File: config.mk
export PLATFORM = sky130hd
export DESIGN_NAME = tft_strobe_gen
export DESIGN_NICKNAME = d
export VERILOG_FILES = /design/src/rtl/tft_strobe_pkg.sv /design/src/rtl/strobe_timer.sv /design/src/rtl/strobe_datapath.sv /design/src/rtl/strobe_seq_ctrl.sv /design/src/rtl/tft_strobe_gen.sv
export SDC_FILE = /design/constraint.sdc
export NUM_CORES = 1
export LEC_CHECK = 0
export ABC_AREA = 1
export CAP_MARGIN = 20
export CELL_PAD_IN_SITES_DETAIL_PLACEMENT = 0
export CELL_PAD_IN_SITES_GLOBAL_PLACEMENT = 1
export CORE_MARGIN = 2
export CORE_UTILIZATION = 50
export CTS_BUF_LIST = sky130_fd_sc_hd__clkbuf_8 sky130_fd_sc_hd__clkbuf_16
export DETAILED_ROUTE_END_ITERATION = 8
export DONT_BUFFER_PORTS = 1
export GPL_TIMING_DRIVEN = 1
export PLACE_DENSITY_LB_ADDON = 0.1
export SLEW_MARGIN = 30
export SYNTH_ARGS = -nofsm -noshare
export SYNTH_HDL_FRONTEND = slang
export SYNTH_SLANG_ARGS = --single-unit
File: constraint.sdc
create_clock -name clk -period 2.3 [get_ports clk]
set_clock_uncertainty 0.15 [all_clocks]
set_input_delay 0.115 -clock clk [delete_from_list [all_inputs] [get_ports clk]]
set_output_delay 0.115 -clock clk [all_outputs]
set_load 0.01 [all_outputs]
File: src/rtl/tft_strobe_pkg.sv
package tft_strobe_pkg;
  localparam int NUM_STROBES = 5;
  localparam int IDX_LP  = 0;
  localparam int IDX_SP  = 1;
  localparam int IDX_SPS = 2;
  localparam int IDX_PS  = 3;
  localparam int IDX_REV = 4;

  // control -> datapath: which counter groups may run
  typedef struct packed {
    logic rev;
    logic lp;
    logic group;   // SP, SPS and PS/CLS start together
  } runCtl_t;

  // datapath -> control: gate thresholds reached
  typedef struct packed {
    logic revPast;
    logic lpPast;
  } gateStat_t;

  typedef enum logic [1:0] {
    ST_IDLE,
    ST_WAIT_REV,
    ST_WAIT_LP,
    ST_RUN
  } seqState_t;
endpackage

File: src/rtl/strobe_timer.sv
module strobe_timer #(
  parameter int CW     = 17,
  parameter int PERIOD = 303,
  parameter int WIDTH  = 1,
  parameter bit INVERT = 1'b0
) (
  input  logic          clk,
  input  logic          rst,
  input  logic          run,
  output logic [CW-1:0] count,
  output logic          pulse
);
  localparam logic [CW-1:0] LAST = CW'(PERIOD - 1);
  localparam logic [CW-1:0] WLIM = CW'(WIDTH);

  logic [CW-1:0] cnt;

  always_ff @(posedge clk) begin
    if (rst || !run) cnt <= '0;
    else if (cnt == LAST) cnt <= '0;
    else cnt <= cnt + 1'b1;
  end

  logic inWidth;
  assign inWidth = (cnt < WLIM);
  assign pulse   = run & (inWidth ^ INVERT);
  assign count   = cnt;
endmodule

File: src/rtl/strobe_datapath.sv
module strobe_datapath
  import tft_strobe_pkg::*;
#(
  parameter int LINE_CLKS   = 303,
  parameter int FRAME_LINES = 329,
  parameter int PS_WIDTH    = 248,
  parameter int REV_GATE    = 11,
  parameter int LP_GATE     = 3,
  localparam int CW = $clog2(LINE_CLKS * FRAME_LINES + 1)
) (
  input  logic                   clk,
  input  logic                   rst,
  input  runCtl_t                ctl,
  output gateStat_t              stat,
  output logic [NUM_STROBES-1:0] strobes
);
  logic [CW-1:0] counts [NUM_STROBES];
  logic [NUM_STROBES-1:0] runs;

  assign runs[IDX_LP]  = ctl.lp;
  assign runs[IDX_SP]  = ctl.group;
  assign runs[IDX_SPS] = ctl.group;
  assign runs[IDX_PS]  = ctl.group;
  assign runs[IDX_REV] = ctl.rev;

  for (genvar i = 0; i < NUM_STROBES; i++) begin : g_timer
    localparam int PER =
      (i == IDX_SPS) ? LINE_CLKS * FRAME_LINES :
      (i == IDX_REV) ? 2 * LINE_CLKS : LINE_CLKS;
    localparam int WID =
      (i == IDX_SPS) ? 2 * LINE_CLKS :
      (i == IDX_REV) ? LINE_CLKS :
      (i == IDX_PS)  ? PS_WIDTH : 1;
    localparam bit INV = (i == IDX_PS);

    strobe_timer #(.CW(CW), .PERIOD(PER), .WIDTH(WID), .INVERT(INV)) u_tmr (
      .clk  (clk),
      .rst  (rst),
      .run  (runs[i]),
      .count(counts[i]),
      .pulse(strobes[i])
    );
  end

  assign stat.revPast = (counts[IDX_REV] > CW'(REV_GATE));
  assign stat.lpPast  = (counts[IDX_LP] >= CW'(LP_GATE));
endmodule

File: src/rtl/strobe_seq_ctrl.sv
module strobe_seq_ctrl
  import tft_strobe_pkg::*;
(
  input  logic      clk,
  input  logic      rst,
  input  logic      enable,
  input  gateStat_t stat,
  output runCtl_t   ctl,
  output logic      done
);
  seqState_t state;

  always_ff @(posedge clk) begin
    if (rst || !enable) begin
      state <= ST_IDLE;
      ctl   <= '0;
      done  <= 1'b0;
    end else begin
      unique case (state)
        ST_IDLE: begin
          ctl.rev <= 1'b1;
          state   <= ST_WAIT_REV;
        end
        ST_WAIT_REV: if (stat.revPast) begin
          ctl.lp <= 1'b1;
          state  <= ST_WAIT_LP;
        end
        ST_WAIT_LP: if (stat.lpPast) begin
          ctl.group <= 1'b1;
          done      <= 1'b1;
          state     <= ST_RUN;
        end
        default: state <= ST_RUN;
      endcase
    end
  end
endmodule

File: src/rtl/tft_strobe_gen.sv
module tft_strobe_gen
  import tft_strobe_pkg::*;
#(
  parameter int LINE_CLKS   = 303,
  parameter int FRAME_LINES = 329,
  parameter int ACTIVE_PIX  = 240,
  parameter int LEAD_LINES  = 8,
  parameter int REV_GATE    = 11,
  parameter int LP_GATE     = 3
) (
  input  logic clk,
  input  logic rst,
  input  logic enable,
  output logic lpOut,
  output logic spOut,
  output logic spsOut,
  output logic psClsOut,
  output logic revOut,
  output logic done
);
  localparam int PS_WIDTH = ACTIVE_PIX + LEAD_LINES;

  runCtl_t                ctlBus;
  gateStat_t              statBus;
  logic [NUM_STROBES-1:0] strobeVec;

  strobe_seq_ctrl u_ctrl (
    .clk   (clk),
    .rst   (rst),
    .enable(enable),
    .stat  (statBus),
    .ctl   (ctlBus),
    .done  (done)
  );

  strobe_datapath #(
    .LINE_CLKS  (LINE_CLKS),
    .FRAME_LINES(FRAME_LINES),
    .PS_WIDTH   (PS_WIDTH),
    .REV_GATE   (REV_GATE),
    .LP_GATE    (LP_GATE)
  ) u_dp (
    .clk    (clk),
    .rst    (rst),
    .ctl    (ctlBus),
    .stat   (statBus),
    .strobes(strobeVec)
  );

  assign lpOut    = strobeVec[IDX_LP];
  assign spOut    = strobeVec[IDX_SP];
  assign spsOut   = strobeVec[IDX_SPS];
  assign psClsOut = strobeVec[IDX_PS];
  assign revOut   = strobeVec[IDX_REV];
endmodule

# == After elaboration in Yosys (flattened, before gate mapping) ==
# Index checks and enable logic that the tools add are counted.
# word_totals
out_inout_bits,6
ff_bits,90
input_bits,3
word_cells,56
# op_classes
order_cmp,7
n_eq_ne,9
reduce_logical,17
addsub,5
n_mux,3
n_bitwise,6
# ops
operator,n
$add A17 B1 Y17 const B,5
$eq A17 B9 Y1 const B,3
$lt A17 B1 Y1 const B,2
$eq A17 B10 Y1 const B,1
$eq A17 B17 Y1 const B,1
$ge A17 B2 Y1 const B,1
$gt A17 B4 Y1 const B,1
$lt A17 B10 Y1 const B,1
$lt A17 B8 Y1 const B,1
$lt A17 B9 Y1 const B,1
$reduce_or A2 Y1,5
$pmux W2 S3,1
$reduce_and A2 Y1,3
$and A1 B1 Y1,5
$logic_not A1 Y1,4
$logic_or A1 B1 Y1,4
$mux W2,2
$ne A2 B2 Y1 const B,2
$eq A2 B1 Y1 const B,1
$eq A2 B2 Y1 const B,1
$logic_not A2 Y1,1
$not A1 Y1,1

# == Logic depth before layout (Yosys ltp) ==
# Gate-level depths: netlist (run 1).
# depth
word_depth,3
depth_mapped,9
mapped_depth_nobuf,9

# == Cells and area by module ==
# A second synthesis (run 1) with hierarchy kept.
# unflattened
cells_unflattened,754
area_unflattened_um2,5031.1
# by_module_without_submodules
module,area_per_inst_um2,instances,cells_each
strobe_timer at u_dp.g_timer[0].u_tmr ...,957.2,2,140
strobe_timer at u_dp.g_timer[4].u_tmr,958.4,1,151
strobe_timer at u_dp.g_timer[2].u_tmr,942.2,1,140
strobe_timer at u_dp.g_timer[3].u_tmr,902.1,1,130
strobe_seq_ctrl,196.4,1,24
strobe_datapath,117.6,1,29

# == Worst setup path after synthesis (run 1) ==
# No wires, ideal clock.
# synth_path
path_type,register to register
start,reg u_dp.g_timer[1].u_tmr.cnt[0]
end,reg u_dp.g_timer[1].u_tmr.cnt[12]
synth_period_minus_slack_ps,1471
path_buffers,0
setup_slack_ps,829
setup_ps,115
t_arrival_ps,1206
stages_incl_launch_ff,9
path_cell_list,dfxtp_1 ha_1 inv_1 nor2_4 nand2_1 inv_1 nand2_1 xor2_1 nor2_2
# synth_via
elab_chain_cells,2
word_cells_on_any_way,3
# synth_lines
element,line,source
"start, declared",strobe_timer.sv:16,logic [CW-1:0] cnt;
"start signal, assigned",strobe_timer.sv:21,else cnt <= cnt + 1'b1;
branches (longest 2 deep; another with $add A17 B1 Y17),n/a,
# Parallel ways; which one is timed is not known.
# A chain may end at the register's enable or synchronous reset.

# == Final worst setup path (run 1) ==
# layout_path
start,reg u_dp.g_timer[1].u_tmr.cnt[4]
end,out spOut
# layout_via
elab_chain_cells,2
# layout_lines
element,line,source
$lt A17 B1 Y1,strobe_timer.sv:25,assign inWidth = (cnt < WLIM);
$and A1 B1 Y1,strobe_timer.sv:26,assign pulse = run & (inWidth ^ INVERT);
"end, declared",tft_strobe_gen.sv:15,"output logic spOut,"
# No other way between the ends.

==> results.yml, run 1 <==
logic_synthesis:
  synth_cells: 682
  seq_area_frac_synth_pct: 38.1
  synth.top_cell.area_share_pct: 38.1
  syn_nets: 695
  yosys_warnings: 0
  synth_ff_type: "dfxtp_1"
  syn_area_per_cell_um2: 6.94
  ys_ff_latch: 90
  ys_types: 29
  synth_top_cell_by_area: "dfxtp_1"
  synth_top_cells_by_area: "dfxtp_1, nand2_1, nor2_1, inv_1, a21oi_1"
  synth_edf_count: 0
  syn-cell-area_mm2: 0.00473
  async_flop_share_pct: 0
clocking:
  clk_latency_ns: 0.35
  path_clk_slew_ns: 0.09
  cts_max_level: 3
  root_buffer: "clkbuf_8"
  cts_tree: "done"
  clock_sinks: 90
  cts.path.max_buffers: 2
  cts_resized: 0
  cts_buffers: 9
cells_and_area:
  layout-drive-gt1-share_pct: 7.49
  antenna_cells: 0
  layout.nets: 703
  final_cell_mix: "nand2_1, nor2_1, dfxtp_1"
  mostFrequentLayoutCell: "nand2_1"
  area_growth_pct: 7.01
drt:
  drc: 0
  ant_nets: 0
  via_per_inst: 5.16
  drt_iter0_drc: 117
  wl_um: 9650
  wire_per_inst_um: 12.0
  drtPass1Iterations: 4
  vias: 4154
place:
  numPortBuffers: 0
  place.gp.congestion: 0.922
  dp_hpwl_um: 7230
global_route:
  antenna_found_initial: 0
  grt_usage_pct: 20.6
  first_global_vias: 3951
  grt_pass1_wl_um: 17200
  grt_max_degree: 18
  grt-ovfl-total: 0
floorplanning:
  core_mm2: 0.00920
  initial_core_util_pct: 51.5
  io_pins: 9
  die_y_um: 101
  dieArea_mm2: 0.0103
  rows: 35
  die_x_um: 101
sta:
  setup-violations-final: 0
  slew_headroom_pct: 59.4
  worst_slew_pin_slew_ns: 0.603
  slew_viol_final: 0
  timing.final.crit_share_pct: 82.3
  hold_viol_final: 0
  fmax_mhz: 528
  whs_ns: 0.0184
  period_needed_ns: 1.89
  fin_setup_tns_ns: 0
  rsz0062_at_grt: "false"
critical_path:
  worstPathArrival_ns: 1.63
  critical_path_class: "reg -> out"
  start_kind: "flip-flop"
  worstPathRequired_ns: 2.04
  critPathCaptureType: "output port"
  cp_max_fo: 5
pwr:
  power_density_mw_per_mm2: 551
  p_leak_nw: 1.60
  vdd_ir_drop_max_v: 0.000388
min_path:
  hp-class: "in -> reg"
run:
  maxCapViolations: 0
status:
  status: "finished, final reports clean"
==> synthesized netlist by cell type (2+ instances only) <==
library cell,instances
buf_6,2
nand2_2,9
nor3_2,3
nor2_4,3
nand3_2,2
xnor2_1,11
buf_4,2
o21ai_0,12
nand2_4,2
or2_0,2
nand3_1,47
nor2_1,113
dfxtp_1,90
nor2_2,17
nand4_1,36
nor4_1,2
nand3b_1,4
a21oi_1,47
nand2_1,137
nor3_1,19
xor2_1,20
inv_1,86
ha_1,10
==> what timing repair did <==
item | CTS | global route
hold buffers | 3 | 0
buffers inserted | 0 | 0
hold endpoints to repair | 22 | 0
==> worst paths after layout <==
path	endpoint	slack, ns	startpoint	cells after the start
worst max-delay path	spOut	0.41	u_dp.g_timer[1].u_tmr.count[4]	3
worst min-delay path	u_dp.g_timer[0].u_tmr.count[7]	0.02	rst	3
worst min register to register	u_dp.g_timer[0].u_tmr.count[0]	0.31	u_dp.g_timer[0].u_tmr.count[0]	1
worst max register to register	u_dp.g_timer[4].u_tmr.count[8]	0.64	u_dp.g_timer[4].u_tmr.count[0]	7
==> kinds of logic (layout without fill, tap and decap cells) <==
family          count (synthesis)  count (layout)  share of synthesized area [%]
xor+xnor                       31              31                           5.74
simple gates                  399             399                           39.0
fa+ha+maj                      10              10                           2.64
flops                          90              90                           38.1
compound gates                 60              60                           6.40
buf+inv                        92             104                           8.14
==> metal layers <==
| layer | global-route usage (%) | part of all wire (%) | up-vias |
|---|---|---|---|
| met3 | 4.55 | 2.9 | 16 |
| met2 | 35.0 | 47 | 48 |
| met5 | 0 | 0 | - |
| li1 | - | - | 2205 |
| met1 | 25.5 | 48 | 1885 |
| met4 | 7.48 | 2.0 | 0 |
==> per-stage QoR <==
step	util [%]	instances	total power [mW]	setup slack, ns	area (um2)
6_report	55.1	805	2.79	0.406	5060
5_1_grt	55.1	805	2.90	0.306	5060
4_1_cts	55.1	805	2.84	0.386	5060
3_5_place_dp	52.3	787	1.61	0.635	4810
3_3_place_gp	52.3	787	1.61	0.676	4810
2_1_floorplan	-	682	1.61	0.829	4730
==> final cells by class <==
| cell class | count | area [um2] |
|---|---|---|
| timing repair buffer | 3 | 30.0 |
| sequential | 90 | 1800 |
| multi-input combinational | 500 | 2550 |
| inverter | 86 | 323 |
| tap | 111 | 139 |
| fill | 906 | 4130 |
| clock inverter | 4 | 73.8 |
| clock buffer | 11 | 151 |
==> power by group <==
group,internal (mW),switching [mW],total (mW),leakage [nW]
clock network,0.668,0.543,1.21,0.116
registers,1.56,0.00228,1.56,0.725
logic,0.00669,0.0110,0.0176,0.760
==> flip-flops by register name (all words and copies together) (netlist names) <==
signal,flops
u_ctrl.state,2
u_dp.g_timer.u_tmr.count,85
u_ctrl.ctl,3
==> worst max-delay path: stages, from the launching register on <==
cell,delay [ns]
dfxtp_1,0.37
nor3_1,0.30
nand4_1,0.13
nor4_1,0.48
Note: power is estimated with default switching activity, not from simulation.
==> run 2: changes to the inputs <==
Settings changed: CORE_UTILIZATION 50 to 46.
Clock period 2.3 ns to 1.8 ns, I/O delays scaled along.
==> run 2 against run 1 <==
Against the previous run: sequential share of layout area fell by 0.73 points; total power up 30%; first-iteration DRC count increased by 35%; non-clock buffer count is 4 higher; final cell count up 3.7%; clock-buffer cell count grew 1; largest power group unchanged; highest routed layer unchanged; cell area up 2.2%.
==> results.yml, run 2 (synthesized netlist as in run 1, its figures left out) <==
critical_path:
  reg2reg_slack_ns: 0.17
  worstPathRequired_ns: 1.56
  critPathCaptureType: "output port"
  start_kind: "flip-flop"
  critical_path_class: "reg -> out"
  rr_worst_depth: 8
  r2r_start: "u_dp.g_timer[1].u_tmr.count[0]"
  cp_max_fo: 5
  worstPathArrival_ns: 1.53
  r2r_end: "u_dp.g_timer[1].u_tmr.count[12]"
status:
  status: "finished, final reports clean"
drt:
  via_per_inst: 5.06
  drtPass1Iterations: 5
  drt_iter0_drc: 158
  wire_per_inst_um: 11.8
  drc: 0
  wl_um: 9820
  ant_nets: 0
  vias: 4227
floorplanning:
  die_x_um: 105
  io_pins: 9
  die_y_um: 105
  dieArea_mm2: 0.0111
  core_mm2: 0.0101
  initial_core_util_pct: 46.7
  rows: 37
place:
  place.gp.congestion: 0.869
  dpl-instance-area_mm2: 0.00487
  numPortBuffers: 0
  dp_hpwl_um: 7320
  dp_slack_ns: 0.186
  post-place-cells: 816
sta:
  worst_slew_pin_slew_ns: 0.462
  whs_ns: 0.304
  setup-violations-final: 0
  hold_viol_final: 0
  slew_viol_final: 0
  slew_headroom_pct: 68.9
  fmax_mhz: 565
  timing.final.crit_share_pct: 98.4
  period_needed_ns: 1.77
  fin_setup_tns_ns: 0
  layout_setup_ws_ns: 0.0293
pwr:
  p_leak_nw: 1.64
  switchingPower_mw: 0.735
  vdd_ir_drop_max_v: 0.000446
  power_density_mw_per_mm2: 702
  p_clk_share_pct: 44.4
  p_int_mw: 2.90
  netSwitchingFraction_pct: 20.2
  comb_power_share_pct: 0.7
  seq_power_share_pct: 54.9
  total_power_mw: 3.63
clocking:
  postCtsSetupRepairBufs: 0
  root_buffer: "clkbuf_8"
  cts.path.max_buffers: 2
  cts_max_level: 3
  path_clk_slew_ns: 0.09
  cts_buffers: 9
  clk_latency_ns: 0.36
  clock_sinks: 90
  cts_tree: "done"
cells_and_area:
  mostFrequentLayoutCell: "nand2_1"
  area_growth_pct: 9.41
  multi_input_area_mm2: 0.00258
  final_cell_area_mm2: 0.00518
  layout.nets: 707
  antenna_cells: 0
  final_util_pct: 51.1
  nFillCells: 1020
  largest_reg_flops: 85
  stdcell_count: 835
  layout-drive-gt1-share_pct: 9.30
  final_cell_mix: "nand2_1, nor2_1, dfxtp_1"
  seq_area_mm2: 0.00180
min_path:
  hold_depth: 1
  holdPathEnd: "u_dp.g_timer[4].u_tmr.count[0]"
  hp-class: "reg -> reg"
  min_from: "u_dp.g_timer[4].u_tmr.count[0]"
global_route:
  grt_max_degree: 18
  grt-ovfl-total: 0
  antenna_found_initial: 0
  grt_pass1_wl_um: 17400
  first_global_vias: 3879
  grt_usage_pct: 19.0
run:
  maxCapViolations: 0
[run 2: cell types whose count changed in the layout (fill, tap and decap cells not counted), sizes merged]
cell | before | now
clkinv | 1 | 0
inv | 87 | 88
buf | 0 | 4
clkbuf | 11 | 12
[run 2: routing by layer]
layer	vias up	share of wire, %	GRT usage (%)	routed length, um
li1	2228	-	-	-
met1	1917	51	26.6	4980
met2	72	44	29.3	4310
met3	10	4.1	3.46	398
met4	0	1.4	6.29	135
met5	-	0	0	0
[run 2: final cells by class]
cell class / count / area share [%]
multi-input combinational: 500 / 49.9
clock inverter: 4 / 1.40
sequential: 90 / 34.8
clock buffer: 12 / 3.19
timing repair buffer: 7 / 1.16
inverter: 86 / 6.23
tap: 136 / 3.29
[run 2: worst max-delay path, stage by stage, from the launching register on]
cell and delay, ns:
dfxtp_1 0.35, inv_1 0.15, nand3_1 0.15, nor4_2 0.35, buf_4 0.18
[run 2: worst max path at each step]
stage,from,to,depth (start not counted)
final,u_dp.g_timer[0].u_tmr.count[4],lpOut,4
after CTS,u_dp.g_timer[0].u_tmr.count[11],lpOut,4
after detailed placement,u_dp.g_timer[0].u_tmr.count[0],u_dp.g_timer[0].u_tmr.count[14],7
after global placement,u_dp.g_timer[4].u_tmr.count[0],u_dp.g_timer[4].u_tmr.count[8],7
after floorplan,u_dp.g_timer[1].u_tmr.count[0],u_dp.g_timer[1].u_tmr.count[12],8
after global routing,u_dp.g_timer[0].u_tmr.count[4],lpOut,4
[run 2: repair_timing]
item / CTS / global route
endpoints found under the setup margin: 1 / 7
pin swaps: 0 / 1
hold buffers: 3 / 0
endpoints found under the hold margin: 46 / 0
gates resized for setup: 2 / 8
[run 2: power by group through the flow]
stage / combinational, mW / clock, mW / sequential [mW]
floorplan: 0.0148 / 0 / 2.04
global placement: 0.0170 / 0 / 2.04
detailed placement: 0.0170 / 0 / 2.04
CTS: 0.0235 / 1.66 / 2.00
global route: 0.0275 / 1.75 / 2.00
finish: 0.0238 / 1.61 / 2.00
